===== config.mk =====
export PLATFORM = sky130hd
export DESIGN_NAME = flash_opstat_gen
export DESIGN_NICKNAME = d
export VERILOG_FILES = /design/src/rtl/flash_opstat_pkg.sv /design/src/rtl/flash_rd_cycle.sv /design/src/rtl/flash_sector_hit.sv /design/src/rtl/flash_tbit.sv /design/src/rtl/flash_fault_trk.sv /design/src/rtl/flash_opstat_gen.sv
export SDC_FILE = /design/constraint.sdc
export NUM_CORES = 1
export LEC_CHECK = 0
export ABC_AREA = 1
export BUFFER_PORTS_ARGS = -buffer_cell sky130_fd_sc_hd__buf_2
export CORE_AREA = 2 2 39 41
export DETAILED_ROUTE_END_ITERATION = 7
export DIE_AREA = 0 0 41 43
export PLACE_DENSITY = 0.72
export SKIP_CTS_REPAIR_TIMING = 1
export SLEW_MARGIN = 20
export SYNTH_ARGS = -nofsm -noshare
export SYNTH_HDL_FRONTEND = slang
export SYNTH_SLANG_ARGS = --single-unit

===== constraint.sdc =====
create_clock -name clk -period 1 [get_ports clk]
set_input_delay 0.3 -clock clk [delete_from_list [all_inputs] [get_ports clk]]
set_output_delay 0.3 -clock clk [all_outputs]
set_load 0.02 [all_outputs]

===== src/rtl/flash_opstat_pkg.sv =====
package flash_opstat_pkg;

  typedef enum logic [2:0] {
    OP_IDLE      = 3'd0,
    OP_PROGRAM   = 3'd1,
    OP_ERASE     = 3'd2,
    OP_ESUSP     = 3'd3,
    OP_ESUSP_PRG = 3'd4
  } op_state_e;

  // Array busy: an embedded algorithm is running.
  function automatic logic op_is_busy(op_state_e s);
    return (s == OP_PROGRAM) || (s == OP_ERASE) || (s == OP_ESUSP_PRG);
  endfunction

  // Erase context: an erase is active or suspended.
  function automatic logic op_in_erase(op_state_e s);
    return (s == OP_ERASE) || (s == OP_ESUSP);
  endfunction

endpackage


===== src/rtl/flash_rd_cycle.sv =====
module flash_rd_cycle (
  input  logic clk,
  input  logic rst_n,
  input  logic oe_n,
  input  logic ce_n,
  output logic rd_end
);
  logic rd_open;
  logic rd_open_q;

  assign rd_open = ~oe_n & ~ce_n;

  always_ff @(posedge clk or negedge rst_n) begin
    if (!rst_n) rd_open_q <= 1'b0;
    else        rd_open_q <= rd_open;
  end

  // Whichever strobe rises first closes the cycle.
  assign rd_end = rd_open_q & ~rd_open;

  // a read end cannot repeat on consecutive cycles
  a_r3_single_end: assert property (@(posedge clk) disable iff (!rst_n)
    rd_end |=> !rd_end);
endmodule


===== src/rtl/flash_sector_hit.sv =====
module flash_sector_hit #(
  parameter int NUM_SECTORS = 8,
  parameter int SECT_W      = (NUM_SECTORS > 1) ? $clog2(NUM_SECTORS) : 1
) (
  input  logic [NUM_SECTORS-1:0] mask,
  input  logic [SECT_W-1:0]      sector,
  output logic                   hit
);
  logic [NUM_SECTORS-1:0] match;

  for (genvar g = 0; g < NUM_SECTORS; g++) begin : g_sec
    assign match[g] = mask[g] && (sector == SECT_W'(g));
  end

  // Indices at or above NUM_SECTORS match no lane.
  assign hit = |match;

  always_comb begin
    a_r5_hit_onehot: assert ($onehot0(match));
  end
endmodule


===== src/rtl/flash_tbit.sv =====
module flash_tbit (
  input  logic clk,
  input  logic rst_n,
  input  logic adv,
  output logic q
);
  always_ff @(posedge clk or negedge rst_n) begin
    if (!rst_n)   q <= 1'b0;
    else if (adv) q <= ~q;
  end

  // each advance inverts the bit
  a_r2_flip: assert property (@(posedge clk) disable iff (!rst_n)
    adv |=> (q != $past(q)));
  // no advance, no change
  a_r5_hold: assert property (@(posedge clk) disable iff (!rst_n)
    !adv |=> $stable(q));
endmodule


===== src/rtl/flash_fault_trk.sv =====
module flash_fault_trk (
  input  logic clk,
  input  logic rst_n,
  input  logic busy,
  input  logic in_esp,
  input  logic limit_hit,
  input  logic reset_cmd,
  output logic fault,
  output logic fault_nxt,
  output logic ret_valid,
  output logic ret_esusp
);
  logic src_esp;

  // Reset command takes precedence over a same-cycle limit event.
  assign fault_nxt = reset_cmd ? 1'b0 : (fault | (limit_hit & busy));

  always_ff @(posedge clk or negedge rst_n) begin
    if (!rst_n) begin
      fault     <= 1'b0;
      src_esp   <= 1'b0;
      ret_valid <= 1'b0;
      ret_esusp <= 1'b0;
    end else begin
      fault     <= fault_nxt;
      ret_valid <= reset_cmd & fault;
      if (!fault && fault_nxt)    src_esp   <= in_esp;
      if (reset_cmd && fault)     ret_esusp <= src_esp;
    end
  end

  // a fault persists until a reset command
  a_r7_fault_sticky: assert property (@(posedge clk) disable iff (!rst_n)
    (fault && !reset_cmd) |=> fault);
  // the return report is a single-cycle pulse
  a_r8_ret_pulse: assert property (@(posedge clk) disable iff (!rst_n)
    ret_valid |=> !ret_valid);
  // limit events outside a busy state are ignored
  a_r10_limit_idle: assert property (@(posedge clk) disable iff (!rst_n)
    (limit_hit && !busy && !fault) |=> !fault);
endmodule


===== src/rtl/flash_opstat_gen.sv =====
module flash_opstat_gen
  import flash_opstat_pkg::*;
#(
  parameter int NUM_SECTORS = 8,
  parameter int SECT_W      = (NUM_SECTORS > 1) ? $clog2(NUM_SECTORS) : 1
) (
  input  logic                   clk,
  input  logic                   rst_n,
  input  logic [2:0]             op_state,
  input  logic                   cmd_we_rise,
  input  logic [NUM_SECTORS-1:0] erase_sel,
  input  logic [SECT_W-1:0]      rd_sector,
  input  logic                   oe_n,
  input  logic                   ce_n,
  input  logic                   limit_hit,
  input  logic                   reset_cmd,
  output logic                   status6,
  output logic                   status5,
  output logic                   status2,
  output logic                   ready,
  output logic                   ret_valid,
  output logic                   ret_esusp
);
  op_state_e st;
  logic busy, rd_end, sec_hit, armed;
  logic fault, fault_nxt, adv6, adv2;

  assign st   = op_state_e'(op_state);
  assign busy = op_is_busy(st);

  flash_rd_cycle u_rd (
    .clk(clk), .rst_n(rst_n), .oe_n(oe_n), .ce_n(ce_n), .rd_end(rd_end)
  );

  flash_sector_hit #(.NUM_SECTORS(NUM_SECTORS), .SECT_W(SECT_W)) u_hit (
    .mask(erase_sel), .sector(rd_sector), .hit(sec_hit)
  );

  flash_fault_trk u_fault (
    .clk(clk), .rst_n(rst_n), .busy(busy), .in_esp(st == OP_ESUSP_PRG),
    .limit_hit(limit_hit), .reset_cmd(reset_cmd),
    .fault(fault), .fault_nxt(fault_nxt),
    .ret_valid(ret_valid), .ret_esusp(ret_esusp)
  );

  // Status becomes meaningful only after the final command write strobe.
  always_ff @(posedge clk or negedge rst_n) begin
    if (!rst_n)                        armed <= 1'b0;
    else if (cmd_we_rise)              armed <= 1'b1;
    else if (st == OP_IDLE && !fault)  armed <= 1'b0;
  end

  assign adv6 = rd_end & armed & busy;
  assign adv2 = rd_end & armed & op_in_erase(st) & sec_hit;

  flash_tbit u_t6 (.clk(clk), .rst_n(rst_n), .adv(adv6), .q(status6));
  flash_tbit u_t2 (.clk(clk), .rst_n(rst_n), .adv(adv2), .q(status2));

  always_ff @(posedge clk or negedge rst_n) begin
    if (!rst_n) ready <= 1'b1;
    else        ready <= ~(busy | fault_nxt);
  end

  assign status5 = fault;

  // the activity toggle is frozen in idle and erase suspend
  a_r4_t6_frozen: assert property (@(posedge clk) disable iff (!rst_n)
    (st == OP_IDLE || st == OP_ESUSP) |=> $stable(status6));
  // nothing toggles while disarmed
  a_r6_unarmed: assert property (@(posedge clk) disable iff (!rst_n)
    (!armed && !cmd_we_rise) |=> ($stable(status6) && $stable(status2)));
  // a held fault keeps the line busy
  a_r7_busy_on_fault: assert property (@(posedge clk) disable iff (!rst_n)
    status5 |-> !ready);
  // a busy state drives busy on the next cycle
  a_r9_busy_follow: assert property (@(posedge clk) disable iff (!rst_n)
    busy |=> !ready);
endmodule


==> results of run 1 <==
through the flow:
| stage | setup slack (ns) | setup TNS (ns) |
|---|---|---|
| final | -0.176 | -0.590 |
| after global placement | -0.0771 | -0.234 |
| after detailed placement | -0.0958 | -0.296 |
| after global routing | -0.205 | -0.786 |
| after CTS | -0.215 | -0.767 |
| after floorplan | 0.0951 | 0 |
power breakdown:
group | switching [mW] | total, mW | internal (mW)
combinational | 0.202 | 0.432 | 0.230
clock | 0.113 | 0.266 | 0.153
sequential | 0.0491 | 0.483 | 0.434
state kept, by name, indices dropped and copies added, names as in the netlist:
name               cells
u_fault.fault          1
ready                  1
u_rd.rd_open_q         1
u_t2.q                 1
u_fault.src_esp        1
u_fault.ret_valid      1
u_fault.ret_esusp      1
armed                  1
u_t6.q                 1
cell families after synthesis:
family,Yosys count,synth area share (%)
AND/OR/NAND/NOR,45,39.7
buffers and inverters,12,9.00
flip-flops,9,45.3
AO/OA/AOI/OAI,3,4.25
XOR/XNOR,1,1.75
Yosys cell counts, drive strengths merged:
cell type,instances
a21o,1
a21oi,2
dfrtp,8
dfstp,1
inv,12
nand2,22
nand3,10
nand3b,1
nand4,2
nor2,9
nor3,1
xnor2,1
final timing paths:
check	end	cells past startpoint	slack, ns
hold / removal	u_rd.rd_open_q$_DFF_PN0_	2	0.21
setup / recovery	ready	1	-0.18
min in group asynchronous	u_fault.fault$_DFF_PN0_	2	0.42
setup reg to reg	u_t2.q$_DFFE_PN0P_	7	0.04
max in group asynchronous	ready$_DFF_PN1_	2	0.33
hold reg to reg	u_fault.src_esp$_DFFE_PN0P_	2	0.48
layer usage:
| metal | part of all wire, % | routed length, um |
|---|---|---|
| met1 | 41 | 451 |
| met5 | 0 | 0 |
| met3 | 7.1 | 77 |
| met2 | 51 | 559 |
| met4 | 0 | 0 |
area by class of cell:
cell class | count | area [um2]
Tap cell | 16 | 20.0
Clock buffer | 4 | 26.3
Multi-Input combinational cell | 49 | 234
Timing Repair Buffer | 31 | 208
Inverter | 12 | 45.0
Sequential cell | 9 | 226
Fill cell | 139 | 624
==> summary.txt, run 1 <==
Outcome
  • Status: finished, violations left
  • Failing checks: negative setup slack

Timing
  • Period utilization: 118%
  • Max-slew headroom: 86.9%
  • Slew of the pin with the lowest slew margin: 0.196 ns
  • Hold Fails Final Rpt: 0
  • Final WS setup: -0.176 ns
  • Max Clk Rate: 0.851 GHz
  • Endpoints failing setup: 6
  • Layout Skew: 0.00290 ns
  • RSZ-0062 raised after global routing: true
  • Minimum clock period: 1.18 ns
  • Pins over their slew limit: 0
  • Post-Route Hold Slack: 0.210 ns

Floorplanning
  • Die Ht: 43 um
  • Core ar.: 1380 um2
  • Die width: 41 um
  • Row cnt: 14
  • Die area: 1760 um2
  • I/O pins: 27
  • Initial Util: 36.2%

Worst hold path
  • Worst Hold Launch: oe_n
  • Hold Path Class: in -> reg

Critical path
  • Delay-heaviest family, CP: flip-flops
  • Launch point of the worst reg-to-reg path: armed$_DFFE_PN0P_
  • Worst EP arrival: 0.88 ns
  • Slowest-stage cell, CP: dfstp_2
  • CP Cell Sequence: buf_6
  • Max FO, Critical Path: 1
  • Buf+Inv Stages, Crit Path: 1
  • Required @ worst endpoint: 0.70 ns
  • Kind of critical path: reg -> out
  • Critical Path Sink Type: output pin
  • Crit path from: ready$_DFF_PN1_
  • Type of origin of the critical path: flip-flop
  • Crit-path max cell delay: 0.52 ns

CTS
  • CTS tree: built
  • CTS sink count: 9
  • H-tree levels: 1
  • Clk Latency, worst-skew pair: 0.25 ns
  • Root buf cell: clkbuf_4
  • CTS buffer count: 3
  • Clk slew on worst S/H paths: 0.06 ns
  • Max Root-Sink Buffers: 2

Cells and area
  • Fin area: 759 um2
  • Most common cell after layout, fill and taps aside: buf_2
  • Most frequent cells in the layout: 20 x buf_2, 19 x nand2_1, 10 x nand3_1, 9 x inv_1, 8 x dfrtp_1
  • Finished Core Util: 54.9%
  • Area delta synth->final: 51.7%
  • N_diodes: 0
  • Final std cells w/o fill: 121
  • # nets final: 127
  • Layout cell share with drive strength beyond 1: 41.0%

Logic synthesis
  • Share of the synthesized area in the top cell type: 40.0%
  • Synth top area cells: dfrtp_1 40%, nand2_1 15%, nand3_1 10%
  • Mean Syn Cell Area: 7.15 um2
  • YS warnings: 0
  • Cells after Synth: 70
  • Post-synthesis sequential area ratio: 45.2%
  • Syn nets: 91
  • Synth area leader: dfrtp_1
  • Post-Syn Area: 500 um2
  • Synth Register Bits: 9
  • Yosys cell types: 16

Global routing
  • First-pass GRT wire length: 1.62 mm
  • Initial antenna violation count: 0
  • Met1 Usage GRT: 12.9%
  • Grt met2 use: 24.7%
  • GR peak layer: met2
  • Aggregate global routing overflow: 0
  • Gr usage total: 12.9%
  • Met3 Use GR: 3.14%
  • Largest net degree at the start of global routing: 10
  • Vias in the first global route: 482

Power and ir drop
  • Lkg Pwr: 0.443 nW
  • Pwr dens: 1560 nW/um2
  • VDD IR-drop max: 0.918 mV
  • Power Total: 1.18 mW

Place
  • Placer Congestion: 0.669
  • DP Area: 658 um2
  • Cells after DPL: 113
  • Post-DP HPWL: 899 um
  • PortBufs: 26

Routing
  • Drt pass-1 iters: 3
  • Drt total wl: 1.09 mm
  • WL per Instance: 8.98 um
  • Drt drc: 0
  • Vias post-DR: 548
  • 1st-iter DRT viols: 10
  • DRT antenna net count: 0
  • Vias/cell: 4.53

Run
  • Max-cap violations: 0
Note: power is estimated with default switching activity, not from simulation.
==> inputs of run 2 (changes only) <==
Settings changed: CTS_BUF_LIST from default to sky130_fd_sc_hd__clkbuf_8, PLACE_DENSITY 0.72 to 0.65.
==> run 2 against run 1 <==
The flow still finishes with violations (negative setup slack); worst setup slack better by 0.021 ns; power is 11% higher; via count is 1.8% higher; routed wire length is 0.46% lower; combinational power is 4% lower; non-clock buffer count is 1 higher; clock skew is 0.0010 ns lower; clock power is 53% higher; global-route usage is 0.40 points higher; maximum frequency is 1.8% higher; hold slack better by 0.027 ns; die area stayed put; critical path type unchanged; largest cell class unchanged.
==> summary.txt, run 2 (synthesized netlist as in run 1, its figures left out) <==
Timing
  • TNS Setup: -0.428 ns
  • Max Clk Rate: 0.866 GHz
  • Hold Fails Final Rpt: 0
  • Max-slew headroom: 86.6%
  • Post-Route Hold Slack: 0.237 ns
  • RSZ-0062 raised after global routing: true
  • Minimum clock period: 1.15 ns
  • Final WS setup: -0.155 ns
  • Layout Skew: 0.00189 ns
  • Endpoints failing setup: 6
  • Pins over their slew limit: 0
  • Period utilization: 115%
  • Slew of the pin with the lowest slew margin: 0.201 ns

CTS
  • Clk Latency, worst-skew pair: 0.23 ns
  • H-tree levels: 1
  • CTS buffer count: 3
  • CTS sink count: 9
  • CTS tree: built
  • Root buf cell: clkbuf_8
  • Clk slew on worst S/H paths: 0.04 ns
  • Max Root-Sink Buffers: 2

Cells and area
  • Fin area: 783 um2
  • Area delta synth->final: 56.5%
  • Most frequent cells in the layout: 20 x nand2_1, 20 x buf_2, 10 x inv_1, 10 x nand3_1, 8 x dfrtp_1
  • Final std cells w/o fill: 122
  • N_diodes: 0
  • # nets final: 128
  • Layout cell share with drive strength beyond 1: 40.6%

Power and ir drop
  • Power Total: 1.31 mW
  • Pwr dens: 1670 nW/um2
  • Lkg Pwr: 0.460 nW
  • VDD IR-drop max: 1.01 mV

Critical path
  • Delay-heaviest family, CP: flip-flops
  • Max FO, Critical Path: 1
  • Type of origin of the critical path: flip-flop
  • Worst EP arrival: 0.85 ns
  • CP Cell Sequence: buf_6
  • CP Depth: 1
  • Kind of critical path: reg -> out
  • Buf+Inv Stages, Crit Path: 1
  • Reg2Reg Depth: 7
  • Crit-path max cell delay: 0.52 ns
  • Slowest-stage cell, CP: dfstp_2
  • Required @ worst endpoint: 0.70 ns
  • Critical Path Sink Type: output pin

Outcome
  • Status: finished, violations left
  • Failing checks: negative setup slack

Floorplanning
  • Die Ht: 43 um
  • Core ar.: 1380 um2
  • Die width: 41 um
  • I/O pins: 27
  • Die area: 1760 um2
  • Initial Util: 36.2%
  • Row cnt: 14

Global routing
  • Aggregate global routing overflow: 0
  • Gr usage total: 13.3%
  • Initial antenna violation count: 0
  • First-pass GRT wire length: 1.58 mm
  • Largest net degree at the start of global routing: 10
  • Vias in the first global route: 457

Routing
  • Drt pass-1 iters: 2
  • Drt total wl: 1.08 mm
  • Drt drc: 0
  • 1st-iter DRT viols: 1
  • DRT antenna net count: 0
  • Vias post-DR: 558
  • Vias/cell: 4.57
  • WL per Instance: 8.87 um

Place
  • Cells after DPL: 115
  • PortBufs: 26
  • Post-DP HPWL: 859 um
  • Placer Congestion: 0.660
  • DP Area: 673 um2

Worst hold path
  • Hold Path Class: in -> reg
  • Worst hold stages: 2

Run
  • Max-cap violations: 0
[run 2: cell count changes in the layout (fill, tap and decap cells not counted)]
| cell | previous run | this run |
|---|---|---|
| clkbuf_4 | 3 | 0 |
| clkbuf_8 | 0 | 3 |
| buf_4 | 4 | 5 |
| clkbuf_1 | 1 | 0 |
| inv_1 | 9 | 10 |
| nand2_1 | 19 | 20 |
| nand2_2 | 3 | 2 |
[run 2: worst paths after layout]
kind | to | slack (ns) | start
min in group asynchronous | u_fault.fault$_DFF_PN0_ | 0.44 | rst_n
max in group asynchronous | ready$_DFF_PN1_ | 0.31 | rst_n
setup / recovery | ready | -0.15 | ready$_DFF_PN1_
hold reg to reg | u_fault.ret_esusp$_DFFE_PN0P_ | 0.48 | u_fault.src_esp$_DFFE_PN0P_
hold / removal | u_rd.rd_open_q$_DFF_PN0_ | 0.24 | oe_n
setup reg to reg | u_t2.q$_DFFE_PN0P_ | 0.04 | armed$_DFFE_PN0P_
[run 2: power by group]
group,switching (mW),total (mW),internal (mW)
clock,0.141,0.408,0.267
sequential,0.0478,0.483,0.436
combinational,0.195,0.415,0.220
total,0.384,1.31,0.923
[run 2: layer usage]
metal  track usage, %  up-vias  part of all wire [%]
li1                 -      295                     -
met1             13.9      238                    42
met2             22.2       23                    47
met3             3.14        2                   8.6
met4             8.00        0                   2.0
met5                0        -                     0
[run 2: cell type report]
| cell class | count | area, um2 |
|---|---|---|
| fill | 139 | 601 |
| multi-input combinational | 49 | 231 |
| sequential | 9 | 226 |
| timing repair buffer | 32 | 215 |
| inverter | 12 | 45.0 |
| clock buffer | 3 | 41.3 |
| tap | 16 | 20.0 |
| clock inverter | 1 | 3.75 |
[run 2: through the flow]
step           utilization, %  setup WS [ns]
2_1_floorplan               -         0.0951
3_3_place_gp             48.6        -0.0696
3_5_place_dp             48.6        -0.0730
4_1_cts                  51.9         -0.194
5_1_grt                  56.6         -0.173
6_report                 56.6         -0.155
